==> src/rtl/ata_pio_pkg.sv <==
`timescale 1ns/1ps
package ata_pio_pkg;

  typedef enum logic [1:0] {
    PH_IDLE   = 2'd0,
    PH_SETUP  = 2'd1,
    PH_ACTIVE = 2'd2,
    PH_TAIL   = 2'd3
  } pio_phase_e;

  // A programmed count of zero still costs one clock.
  function automatic int unsigned at_least_one(input int unsigned v);
    return (v == 0) ? 1 : v;
  endfunction

  // Clocks of write-data hold after the write strobe rises.
  function automatic logic [1:0] wr_hold_clocks(input logic [2:0] mode);
    if (mode == 3'd0)      return 2'd3;
    else if (mode <= 3'd2) return 2'd2;
    else                   return 2'd1;
  endfunction

  // Tail after the strobe: larger of the unused cycle time and the
  // minimum recovery, never below one clock.
  function automatic int unsigned tail_clocks(input int unsigned cyc,
                                              input int unsigned act_tot,
                                              input int unsigned rec);
    int unsigned rest;
    rest = (cyc > act_tot) ? (cyc - act_tot) : 0;
    if (rec > rest) rest = rec;
    return at_least_one(rest);
  endfunction

endpackage

==> src/rtl/pio_iordy_sync.sv <==
`timescale 1ns/1ps
module pio_iordy_sync #(
  parameter int STAGES = 2
) (
  input  logic clk,
  input  logic rst_n,
  input  logic d,
  output logic q
);
  logic [STAGES-1:0] pipe_q;

  generate
    for (genvar i = 0; i < STAGES; i++) begin : g_stage
      always_ff @(posedge clk or negedge rst_n) begin
        if (!rst_n)  pipe_q[i] <= 1'b0;
        else if (i == 0) pipe_q[i] <= d;
        else         pipe_q[i] <= pipe_q[(i == 0) ? 0 : i-1];
      end
    end
  endgenerate

  assign q = pipe_q[STAGES-1];
endmodule

==> src/rtl/pio_phase_ctl.sv <==
`timescale 1ns/1ps
module pio_phase_ctl
  import ata_pio_pkg::*;
#(
  parameter int CNT_W     = 8,
  parameter int CW        = 9,
  parameter int IORDY_MIN = 5,
  parameter int ACT_MAX   = 160
) (
  input  logic             clk,
  input  logic             rst_n,
  input  logic             start,
  input  logic [CNT_W-1:0] setup_in,
  input  logic [CNT_W-1:0] act_in,
  input  logic [CNT_W-1:0] rec_in,
  input  logic [CNT_W-1:0] cyc_in,
  input  logic             iordy_use,
  input  logic             iordy_ok,
  output pio_phase_e       phase,
  output logic [CW-1:0]    cnt,
  output logic             act_exit,
  output logic             tail_end,
  output logic             iordy_expired
);
  localparam logic [CW-1:0] IMIN_C = CW'(IORDY_MIN);
  localparam logic [CW-1:0] AMAX_C = CW'(ACT_MAX);
  localparam logic [CW-1:0] ONE_C  = CW'(1);

  pio_phase_e phase_q;
  logic [CW-1:0] cnt_q, cnt_nx, tail_q;
  logic [CW-1:0] setup_q, act_q, rec_q, cyc_q;

  assign cnt_nx = cnt_q + ONE_C;

  // Events brought out as named wires.
  logic base_met, sample_ok, at_cap, setup_end;
  assign base_met  = (cnt_nx >= act_q);
  assign sample_ok = (cnt_q >= IMIN_C);
  assign at_cap    = (cnt_nx >= AMAX_C);
  assign setup_end = (phase_q == PH_SETUP) && (cnt_nx >= setup_q);
  assign act_exit  = (phase_q == PH_ACTIVE) && base_met &&
                     (!iordy_use || (sample_ok && (iordy_ok || at_cap)));
  assign iordy_expired = act_exit && iordy_use && !iordy_ok;
  assign tail_end  = (phase_q == PH_TAIL) && (cnt_nx >= tail_q);

  always_ff @(posedge clk or negedge rst_n) begin
    if (!rst_n) begin
      phase_q <= PH_IDLE;
      cnt_q   <= '0;
      tail_q  <= '0;
      setup_q <= '0;
      act_q   <= '0;
      rec_q   <= '0;
      cyc_q   <= '0;
    end else begin
      unique case (phase_q)
        PH_IDLE: if (start) begin
          setup_q <= CW'(at_least_one(32'(setup_in)));
          act_q   <= CW'(at_least_one(32'(act_in)));
          rec_q   <= CW'(rec_in);
          cyc_q   <= CW'(cyc_in);
          cnt_q   <= '0;
          phase_q <= PH_SETUP;
        end
        PH_SETUP: if (setup_end) begin
          cnt_q   <= '0;
          phase_q <= PH_ACTIVE;
        end else cnt_q <= cnt_nx;
        PH_ACTIVE: if (act_exit) begin
          tail_q  <= CW'(tail_clocks(32'(cyc_q), 32'(cnt_nx), 32'(rec_q)));
          cnt_q   <= '0;
          phase_q <= PH_TAIL;
        end else cnt_q <= cnt_nx;
        PH_TAIL: if (tail_end) begin
          cnt_q   <= '0;
          phase_q <= PH_IDLE;
        end else cnt_q <= cnt_nx;
        default: phase_q <= PH_IDLE;
      endcase
    end
  end

  assign phase = phase_q;
  assign cnt   = cnt_q;

  AST_ACTIVE_BOUNDED: assert property (@(posedge clk) disable iff (!rst_n)
    (phase_q == PH_ACTIVE) |-> ((cnt_q < act_q) || (cnt_q < AMAX_C) || (cnt_q <= IMIN_C)));
  AST_TAIL_COVERS_RECOV: assert property (@(posedge clk) disable iff (!rst_n)
    (phase_q == PH_TAIL) |-> ((tail_q >= rec_q) && (tail_q != '0)));
  AST_ACTIVE_AFTER_SETUP: assert property (@(posedge clk) disable iff (!rst_n)
    (phase_q == PH_ACTIVE && cnt_q == '0) |-> ($past(phase_q) == PH_SETUP));
endmodule

==> src/rtl/pio_bus_drive.sv <==
`timescale 1ns/1ps
module pio_bus_drive
  import ata_pio_pkg::*;
#(
  parameter int DW = 16,
  parameter int CW = 9
) (
  input  pio_phase_e    phase,
  input  logic [CW-1:0] cnt,
  input  logic [4:0]    sel,
  input  logic          write,
  input  logic [DW-1:0] wdata,
  input  logic [1:0]    hold,
  output logic          cs0_n,
  output logic          cs1_n,
  output logic [2:0]    da,
  output logic          rd_n,
  output logic          wr_n,
  output logic          dd_oe,
  output logic [DW-1:0] dd_out
);
  logic engaged, strobing, in_hold;

  assign engaged  = (phase != PH_IDLE);
  assign strobing = (phase == PH_ACTIVE);
  assign in_hold  = (phase == PH_TAIL) && (cnt < CW'(hold));

  assign cs0_n  = engaged ? sel[0] : 1'b1;
  assign cs1_n  = engaged ? sel[1] : 1'b1;
  assign da     = engaged ? sel[4:2] : 3'd0;
  assign rd_n   = !(strobing && !write);
  assign wr_n   = !(strobing && write);
  assign dd_oe  = write && (strobing || in_hold);
  assign dd_out = dd_oe ? wdata : '0;
endmodule

==> src/rtl/ata_pio_seq.sv <==
`timescale 1ns/1ps
module ata_pio_seq
  import ata_pio_pkg::*;
#(
  parameter int DW        = 16,
  parameter int CNT_W     = 8,
  parameter int IORDY_MIN = 5,
  parameter int ACT_MAX   = 160
) (
  input  logic             clk,
  input  logic             rst_n,
  input  logic             req_valid,
  input  logic             req_write,
  input  logic [4:0]       req_sel,
  input  logic             req_wide,
  input  logic [DW-1:0]    req_wdata,
  input  logic [2:0]       pio_mode,
  input  logic             iordy_en,
  input  logic [CNT_W-1:0] reg_setup,
  input  logic [CNT_W-1:0] reg_active,
  input  logic [CNT_W-1:0] reg_recov,
  input  logic [CNT_W-1:0] reg_cycle,
  input  logic [CNT_W-1:0] dat_setup,
  input  logic [CNT_W-1:0] dat_active,
  input  logic [CNT_W-1:0] dat_recov,
  input  logic [CNT_W-1:0] dat_cycle,
  input  logic             iordy_in,
  input  logic [DW-1:0]    dd_in,
  output logic             busy,
  output logic             done,
  output logic [DW-1:0]    rdata,
  output logic             iordy_timeout,
  output logic             cs0_n,
  output logic             cs1_n,
  output logic [2:0]       da,
  output logic             rd_n,
  output logic             wr_n,
  output logic             dd_oe,
  output logic [DW-1:0]    dd_out
);
  localparam int LIM_W = $clog2(ACT_MAX + IORDY_MIN + 2);
  localparam int CW    = ((CNT_W > LIM_W) ? CNT_W : LIM_W) + 1;

  pio_phase_e    phase;
  logic [CW-1:0] cnt;
  logic          start, act_exit, tail_end, iordy_expired, iordy_sync;

  logic [4:0]    sel_q;
  logic          write_q, iordy_use_q;
  logic [DW-1:0] wdata_q;
  logic [1:0]    hold_q;

  assign start = req_valid && (phase == PH_IDLE);
  assign busy  = (phase != PH_IDLE);

  pio_iordy_sync #(.STAGES(2)) u_sync (
    .clk(clk), .rst_n(rst_n), .d(iordy_in), .q(iordy_sync)
  );

  pio_phase_ctl #(
    .CNT_W(CNT_W), .CW(CW), .IORDY_MIN(IORDY_MIN), .ACT_MAX(ACT_MAX)
  ) u_ctl (
    .clk(clk), .rst_n(rst_n), .start(start),
    .setup_in(req_wide ? dat_setup  : reg_setup),
    .act_in  (req_wide ? dat_active : reg_active),
    .rec_in  (req_wide ? dat_recov  : reg_recov),
    .cyc_in  (req_wide ? dat_cycle  : reg_cycle),
    .iordy_use(iordy_use_q), .iordy_ok(iordy_sync),
    .phase(phase), .cnt(cnt), .act_exit(act_exit),
    .tail_end(tail_end), .iordy_expired(iordy_expired)
  );

  always_ff @(posedge clk or negedge rst_n) begin
    if (!rst_n) begin
      sel_q         <= 5'b00011;
      write_q       <= 1'b0;
      iordy_use_q   <= 1'b0;
      wdata_q       <= '0;
      hold_q        <= 2'd1;
      rdata         <= '0;
      done          <= 1'b0;
      iordy_timeout <= 1'b0;
    end else begin
      if (start) begin
        sel_q       <= req_sel;
        write_q     <= req_write;
        iordy_use_q <= iordy_en;
        wdata_q     <= req_wdata;
        hold_q      <= wr_hold_clocks(pio_mode);
      end
      if (act_exit && !write_q) rdata <= dd_in;
      done <= tail_end;
      if (iordy_expired) iordy_timeout <= 1'b1;
    end
  end

  pio_bus_drive #(.DW(DW), .CW(CW)) u_drive (
    .phase(phase), .cnt(cnt), .sel(sel_q), .write(write_q),
    .wdata(wdata_q), .hold(hold_q),
    .cs0_n(cs0_n), .cs1_n(cs1_n), .da(da), .rd_n(rd_n), .wr_n(wr_n),
    .dd_oe(dd_oe), .dd_out(dd_out)
  );

  AST_IDLE_DESELECTED: assert property (@(posedge clk) disable iff (!rst_n)
    !busy |-> (cs0_n && cs1_n && rd_n && wr_n && !dd_oe));
  AST_SINGLE_STROBE: assert property (@(posedge clk) disable iff (!rst_n)
    $countones({!rd_n, !wr_n}) <= 1);
  AST_STROBE_AFTER_SELECT: assert property (@(posedge clk) disable iff (!rst_n)
    ($fell(rd_n) || $fell(wr_n)) |-> $past(busy));
  AST_OE_NOT_ON_READ: assert property (@(posedge clk) disable iff (!rst_n)
    dd_oe |-> rd_n);
  AST_DONE_ONE_CLOCK: assert property (@(posedge clk) disable iff (!rst_n)
    done |=> !done);
  AST_DONE_WHEN_IDLE: assert property (@(posedge clk) disable iff (!rst_n)
    done |-> !busy);
  AST_TIMEOUT_STICKY: assert property (@(posedge clk) disable iff (!rst_n)
    iordy_timeout |=> iordy_timeout);
endmodule

==> config.mk <==
export PLATFORM = sky130hd
export DESIGN_NAME = ata_pio_seq
export DESIGN_NICKNAME = d
export VERILOG_FILES = /design/src/rtl/ata_pio_pkg.sv /design/src/rtl/pio_iordy_sync.sv /design/src/rtl/pio_phase_ctl.sv /design/src/rtl/pio_bus_drive.sv /design/src/rtl/ata_pio_seq.sv
export SDC_FILE = /design/constraint.sdc
export NUM_CORES = 1
export LEC_CHECK = 0
export BUFFER_PORTS_ARGS = -buffer_cell sky130_fd_sc_hd__buf_2
export CORE_MARGIN = 4
export CORE_UTILIZATION = 27
export DETAILED_ROUTE_END_ITERATION = 12
export GPL_ROUTABILITY_DRIVEN = 0
export GPL_TIMING_DRIVEN = 0
export PLACE_DENSITY = 0.49
export SYNTH_ARGS = -nofsm -noshare
export SYNTH_HDL_FRONTEND = slang
export SYNTH_SLANG_ARGS = --single-unit
export TNS_END_PERCENT = 10
==> constraint.sdc <==
create_clock -name clk -period 5.55 [get_ports clk]
set_input_delay 0.2775 -clock clk [delete_from_list [all_inputs] [get_ports clk]]
set_output_delay 0.2775 -clock clk [all_outputs]
set_load 0.1 [all_outputs]
; After elaboration in Yosys (flattened, before gate mapping)
; Index checks and enable logic that the tools add are counted.
[word_totals]
output_inout_bits = 43
register_bits = 99
in_bits = 111
wordCells = 92
[op_classes]
n_eq_ne = 7
n_reduce_logical = 30
muxes = 27
n_addsub = 2
magnitude_cmp = 9
[op_table]
columns = cell, count
row1 = $mux W32, 4
row2 = $mux W8, 6
row3 = $mux W9, 5
row4 = $pmux W9 S4, 1
row5 = $gt A8 B32 Y1, 1
row6 = $logic_not A32 Y1, 1
row7 = $ge A9 B9 Y1, 3
row8 = $logic_not A8 Y1, 2
row9 = $mux W16, 1
row10 = $logic_and A1 B1 Y1, 13
row11 = $mux W2, 6
row12 = $sub A8 B9 Y10, 1
row13 = $add A9 B1 Y9 const B, 1
row14 = $ge A9 B3 Y1 const B, 1
row15 = $ge A9 B8 Y1 const B, 1
row16 = $gt A8 B9 Y1, 1
row17 = $lt A9 B2 Y1, 1
row18 = $pmux W2 S4, 1
row19 = $ne A2 B2 Y1 const B, 3
row20 = $logic_not A1 Y1, 5
row21 = $eq A2 B2 Y1 const B, 2
row22 = $reduce_and A2 Y1, 2
row23 = $reduce_and A4 Y1, 1
row24 = $le A3 B2 Y1 const B, 1
row25 = other kinds (8), 11

; Longest topological paths before layout
[logic_depth]
ltp_word = 10
ltp_mapped = 21
depth_no_buf = 20

; Modules after synthesis
; A second synthesis with hierarchy kept.
[unflattened]
cells_unflattened = 573
hier_area_um2 = 6216.0
[modules_own_cells]
columns = mod, cells_per_inst, n_inst, seq_area_each_um2, area_per_inst_um2
row1 = pio_phase_ctl, 406, 1, 1301.2, 3878.7
row2 = ata_pio_seq, 131, 1, 1079.8, 2010.7
row3 = pio_bus_drive, 34, 1, 0.0, 276.5
row4 = pio_iordy_sync, 2, 1, 50.0, 50.0

; Least setup slack after synthesis
; OpenSTA, ideal clock, no wires.
[synth_path]
path_type = reg-to-reg
start = register u_ctl.cnt_q[0] (netlist: u_ctl.cnt[0])
end = register u_ctl.tail_q[0]
period_less_slack_ns = 4.587
path_stages_with_launch = 21
arrival_time_ns = 4.446
path_buffers = 1
required_ns = 5.409
setup_time_ns = 0.141
path_slack_ns = 0.963
path_cell_list = dfrtp_1 > ha_1 > xnor2_1 > ha_1 > nor2b_1 > or3_1 > a211oi_1 > o32a_1 > a31oi_1 > o211a_1 > clkbuf_1 > nand2_1 > ha_1 > nor2b_1 > o21a_1 > o21a_1 > o21ai_0 > a21oi_1 > o21bai_1 > o221a_1 > a31oi_1
[synth_via]
elab_chain_len = 9
elab_cells_between_ends = 19
classes_between = add/sub: 2 / order compare: 5 / mux: 5 / reduce/logical: 7
[synth_rtl]
columns = element, line_no
row1 = from (decl), pio_phase_ctl.sv:30  ; logic [CW-1:0] cnt_q, cnt_nx, tail_q;
row2 = from (signal assigned), pio_phase_ctl.sv:68  ; end else cnt_q <= cnt_nx;
row3 = from (signal assigned), pio_phase_ctl.sv:73  ; end else cnt_q <= cnt_nx;
row4 = from (signal assigned), pio_phase_ctl.sv:77  ; end else cnt_q <= cnt_nx;
row5 = $add A9 B1 Y9, pio_phase_ctl.sv:33  ; assign cnt_nx = cnt_q + ONE_C;
row6 = $sub A8 B9 Y10 / $gt A8 B9 Y1 (equally long branches), ata_pio_pkg.sv:29  ; rest = (cyc > act_tot) ? (cyc - act_tot) : 0;
row7 = $mux W32, ata_pio_pkg.sv:29
row8 = $gt A8 B32 Y1, ata_pio_pkg.sv:30  ; if (rec > rest) rest = rec;
row9 = $mux W32, ata_pio_pkg.sv:30
row10 = $mux W32, pio_phase_ctl.sv:69  ; PH_ACTIVE: if (act_exit) begin
row11 = $mux W32, pio_phase_ctl.sv:56  ; unique case (phase_q)
row12 = $logic_not A32 Y1, ata_pio_pkg.sv:13  ; return (v == 0) ? 1 : v;
row13 = $mux W9, ata_pio_pkg.sv:13
row14 = to (signal assigned), pio_phase_ctl.sv:70  ; tail_q <= CW'(tail_clocks(32'(cyc_q), 32'(cnt_nx), 32'(rec_q)));
row15 = to (decl), pio_phase_ctl.sv:30
; Parallel ways exist; a longest one is shown, timed or not. The select of a mux whose other input is x is not followed.
; A chain may end at the register's enable or synchronous reset.

; Worst setup path in the final report
; Same ends and word-level chain as after synthesis.

==> run summary <==
FF+latch count, synth -> 97
RSZ-0062 raised after global routing -> no
Slew HR -> 37.4%
Area grow syn2layout -> 24.6%
Ant. Diodes -> 0
Starting Density -> 27.4%
Element type at the critical path end -> flip-flop
IO Count -> 154
Input/output buffers -> 152
Setup_tns -> 0 ns
Crit path launch type -> flip-flop
H-tree Lvls -> 3
Maximum VDD drop -> 0.293 mV
Initial DRC count -> 284
Max FO, Critical Path -> 12
Clock Tree Buf Depth -> 2
Post-synth top area share -> 39.3%
Initial antenna violation count -> 0
Mapped Avg Cell Area -> 9.80 um2
Vias in the first global route -> 5063
GR Overflow Total -> 0
Pwr dens -> 662 nW/um2
CTS Buf Count -> 9
Worst R2R Path Depth -> 20
Die height -> 157 um
Vias -> 4987
First-pass iteration count of the detailed router -> 4
Final Worst Setup Slack -> 0.441 ns
Worst clock skew -> 0.00795 ns
Nets -> 925
Largest net degree at the start of global routing -> 51
Critical Path AT -> 5.33 ns
Hpwl dp -> 13400 um
Period utilisation layout -> 92.0%
Critical path required time -> 5.77 ns
Hold Vio Cnt, Final -> 0
Clock Sinks -> 97
Synth warn -> 0
Register area share after synthesis -> 40.7%
Layout fillers -> 2266
EDFF count, synth -> 0
Commonest non-fill, non-tap cells in the layout -> buf_2 (153), dfrtp_1 (93), nand2_1 (78)
Most common cell after layout, fill and taps aside -> buf_2
Crit Path Class -> flip-flop to flip-flop
Largest area contributor in the synthesized netlist -> dfrtp_1
Remaining DRCs -> 0
Site row count -> 54
FMAX -> 196 MHz
Register Area -> 2430 um2
Final slew viol count -> 0
Multi-input logic area -> 3280 um2
Top post-synthesis cells by area -> dfrtp_1 (39%), ha_1 (8.0%), mux2_2 (7.3%)
Primary FF master, synth -> dfrtp_1
Max-Cap Viols -> 0
Die X-Extent -> 157 um
Post-synthesis cell area -> 5980 um2
Post-synth cell types -> 64
TritonCTS clock tree -> done
Leakage -> 3.52 nW
Slew of the pin with the lowest slew margin -> 0.939 ns
Overall Global Routing Usage -> 14.1%
Final min period -> 5.11 ns
Final wirelength -> 16900 um
Status -> finished clean
Remaining antenna violation count -> 0
Pre-CTS setup slack -> 0.0110 ns
Synth Instances -> 610
Vias/cell -> 4.70
Async SR Flop Fraction -> 100%
Syn nets -> 760
Clk root buf -> clkbuf_16
Full die area -> 24600 um2
Hold-critical path depth -> 1
Share of layout cells above drive strength 1 -> 29.6%
Wire length per cell -> 16.0 um
Worst skew pair latency -> 0.35 ns
Global-route wire length before repair -> 27300 um
Final Setup Violations -> 0
Core box area -> 21800 um2
Worst-path clk slew -> 0.07 ns
HP Class -> input port to flip-flop
[area by class of cell]
type                       count  area share [%]
clock inverter                 6            1.02
multi-input combinational    444            44.0
buffer                        27            1.66
inverter                      42            2.12
tap                          280            4.70
timing repair buffer         154            10.8
sequential                    97            32.7
clock buffer                  10            3.07
[final timing paths]
| kind | startpoint | slack (ns) | end |
|---|---|---|---|
| worst max-delay path | u_ctl.cnt[0] | 0.44 | u_ctl.tail_q[0] |
| worst min-delay path | iordy_in | 0.04 | u_sync.pipe_q[0] |
| worst max register to register | u_ctl.cnt[0] | 0.44 | u_ctl.tail_q[0] |
| worst min register to register | u_sync.pipe_q[0] | 0.35 | u_sync.q |
| max in group asynchronous | rst_n | 4.33 | hold_q[0] |
| min in group asynchronous | rst_n | 0.50 | wdata_q[7] |
[metrics by stage]
step           cells  instance area [um2]  power [W]  util, %  hold slack [ns]
3_5_place_dp    1043                 7120    0.00430     32.6            0.337
3_3_place_gp    1042                 7090    0.00428     32.5            0.336
2_1_floorplan    610                 5980    0.00363        -          -0.0181
5_1_grt         1060                 7450    0.00534     34.1           0.0304
4_1_cts         1060                 7440    0.00499     34.1           0.0209
6_report        1060                 7450    0.00493     34.1           0.0376
[metal layers]
metal | routed length (um) | global-route usage (%)
met2 | 8300 | 24.1
met1 | 7830 | 18.8
met5 | 0 | 0
met3 | 548 | 1.74
met4 | 231 | 3.68
[critical path, stage by stage, from the launching register on]
cell,delay [ns]
dfrtp_2,0.53
ha_1,0.34
xnor2_2,0.28
ha_1,0.34
nor2b_1,0.18
or3_1,0.33
a211oi_1,0.35
o32a_1,0.22
a31oi_1,0.14
o211a_1,0.32
clkbuf_2,0.21
nand2_1,0.10
ha_1,0.24
nor2b_1,0.13
o21a_1,0.16
o21a_1,0.16
o21ai_0,0.14
a21oi_1,0.11
o21bai_2,0.33
o221a_1,0.26
a31oi_1,0.10
[logic make-up (layout without fill, tap and decap cells)]
group	Yosys count	count (layout)	share of synthesized area [%]
simple gates	185	185	15.4
compound gates	132	132	14.4
fa+ha+maj	40	40	8.48
xor+xnor	17	17	3.73
flops	97	97	40.7
mux	70	70	12.6
buf+inv	69	239	4.69
[report_power, final]
| part | total, W | switching (W) | internal, W | leakage (nW) |
|---|---|---|---|---|
| Clock | 0.000655 | 0.000298 | 0.000357 | 0.146 |
| Combinational | 0.00307 | 0.00220 | 0.000870 | 2.19 |
| Sequential | 0.00121 | 0.000194 | 0.00102 | 1.19 |
[what timing repair did]
action                                  CTS  global route
hold buffers                              1             0
setup buffers                             0             0
endpoints found under the setup margin    1             8
endpoints found under the hold margin    25             0
gates resized for setup                   1             4
gates cloned                              0             0
[synthesized netlist by cell type, drive strengths merged (5+ instances only)]
cell type  instances
nor2              20
dfrtp             94
or4                5
nor2b              9
xor2               5
nand2             78
o2111ai            8
ha                38
nand2b             6
clkbuf            20
o211ai            10
mux2              40
inv               42
o21a               5
a21oi             14
o31ai              6
a211oi             6
and2              19
nor4               6
mux2i             30
xnor2             10
o21ai             53
buf                7
or3                5
nor3               9
nand3             10
[registers in the layout, summed over array words and instances (netlist names), 2 cells and up]
| register | count |
|---|---|
| u_ctl.cnt | 9 |
| u_ctl.act_q | 8 |
| hold_q | 2 |
| wdata_q | 16 |
| u_ctl.phase | 2 |
| u_ctl.setup_q | 8 |
| sel_q | 5 |
| u_ctl.rec_q | 8 |
| u_ctl.cyc_q | 8 |
| u_ctl.tail_q | 9 |
| rdata | 16 |
No activity file was read; power rests on OpenSTA's default activity.
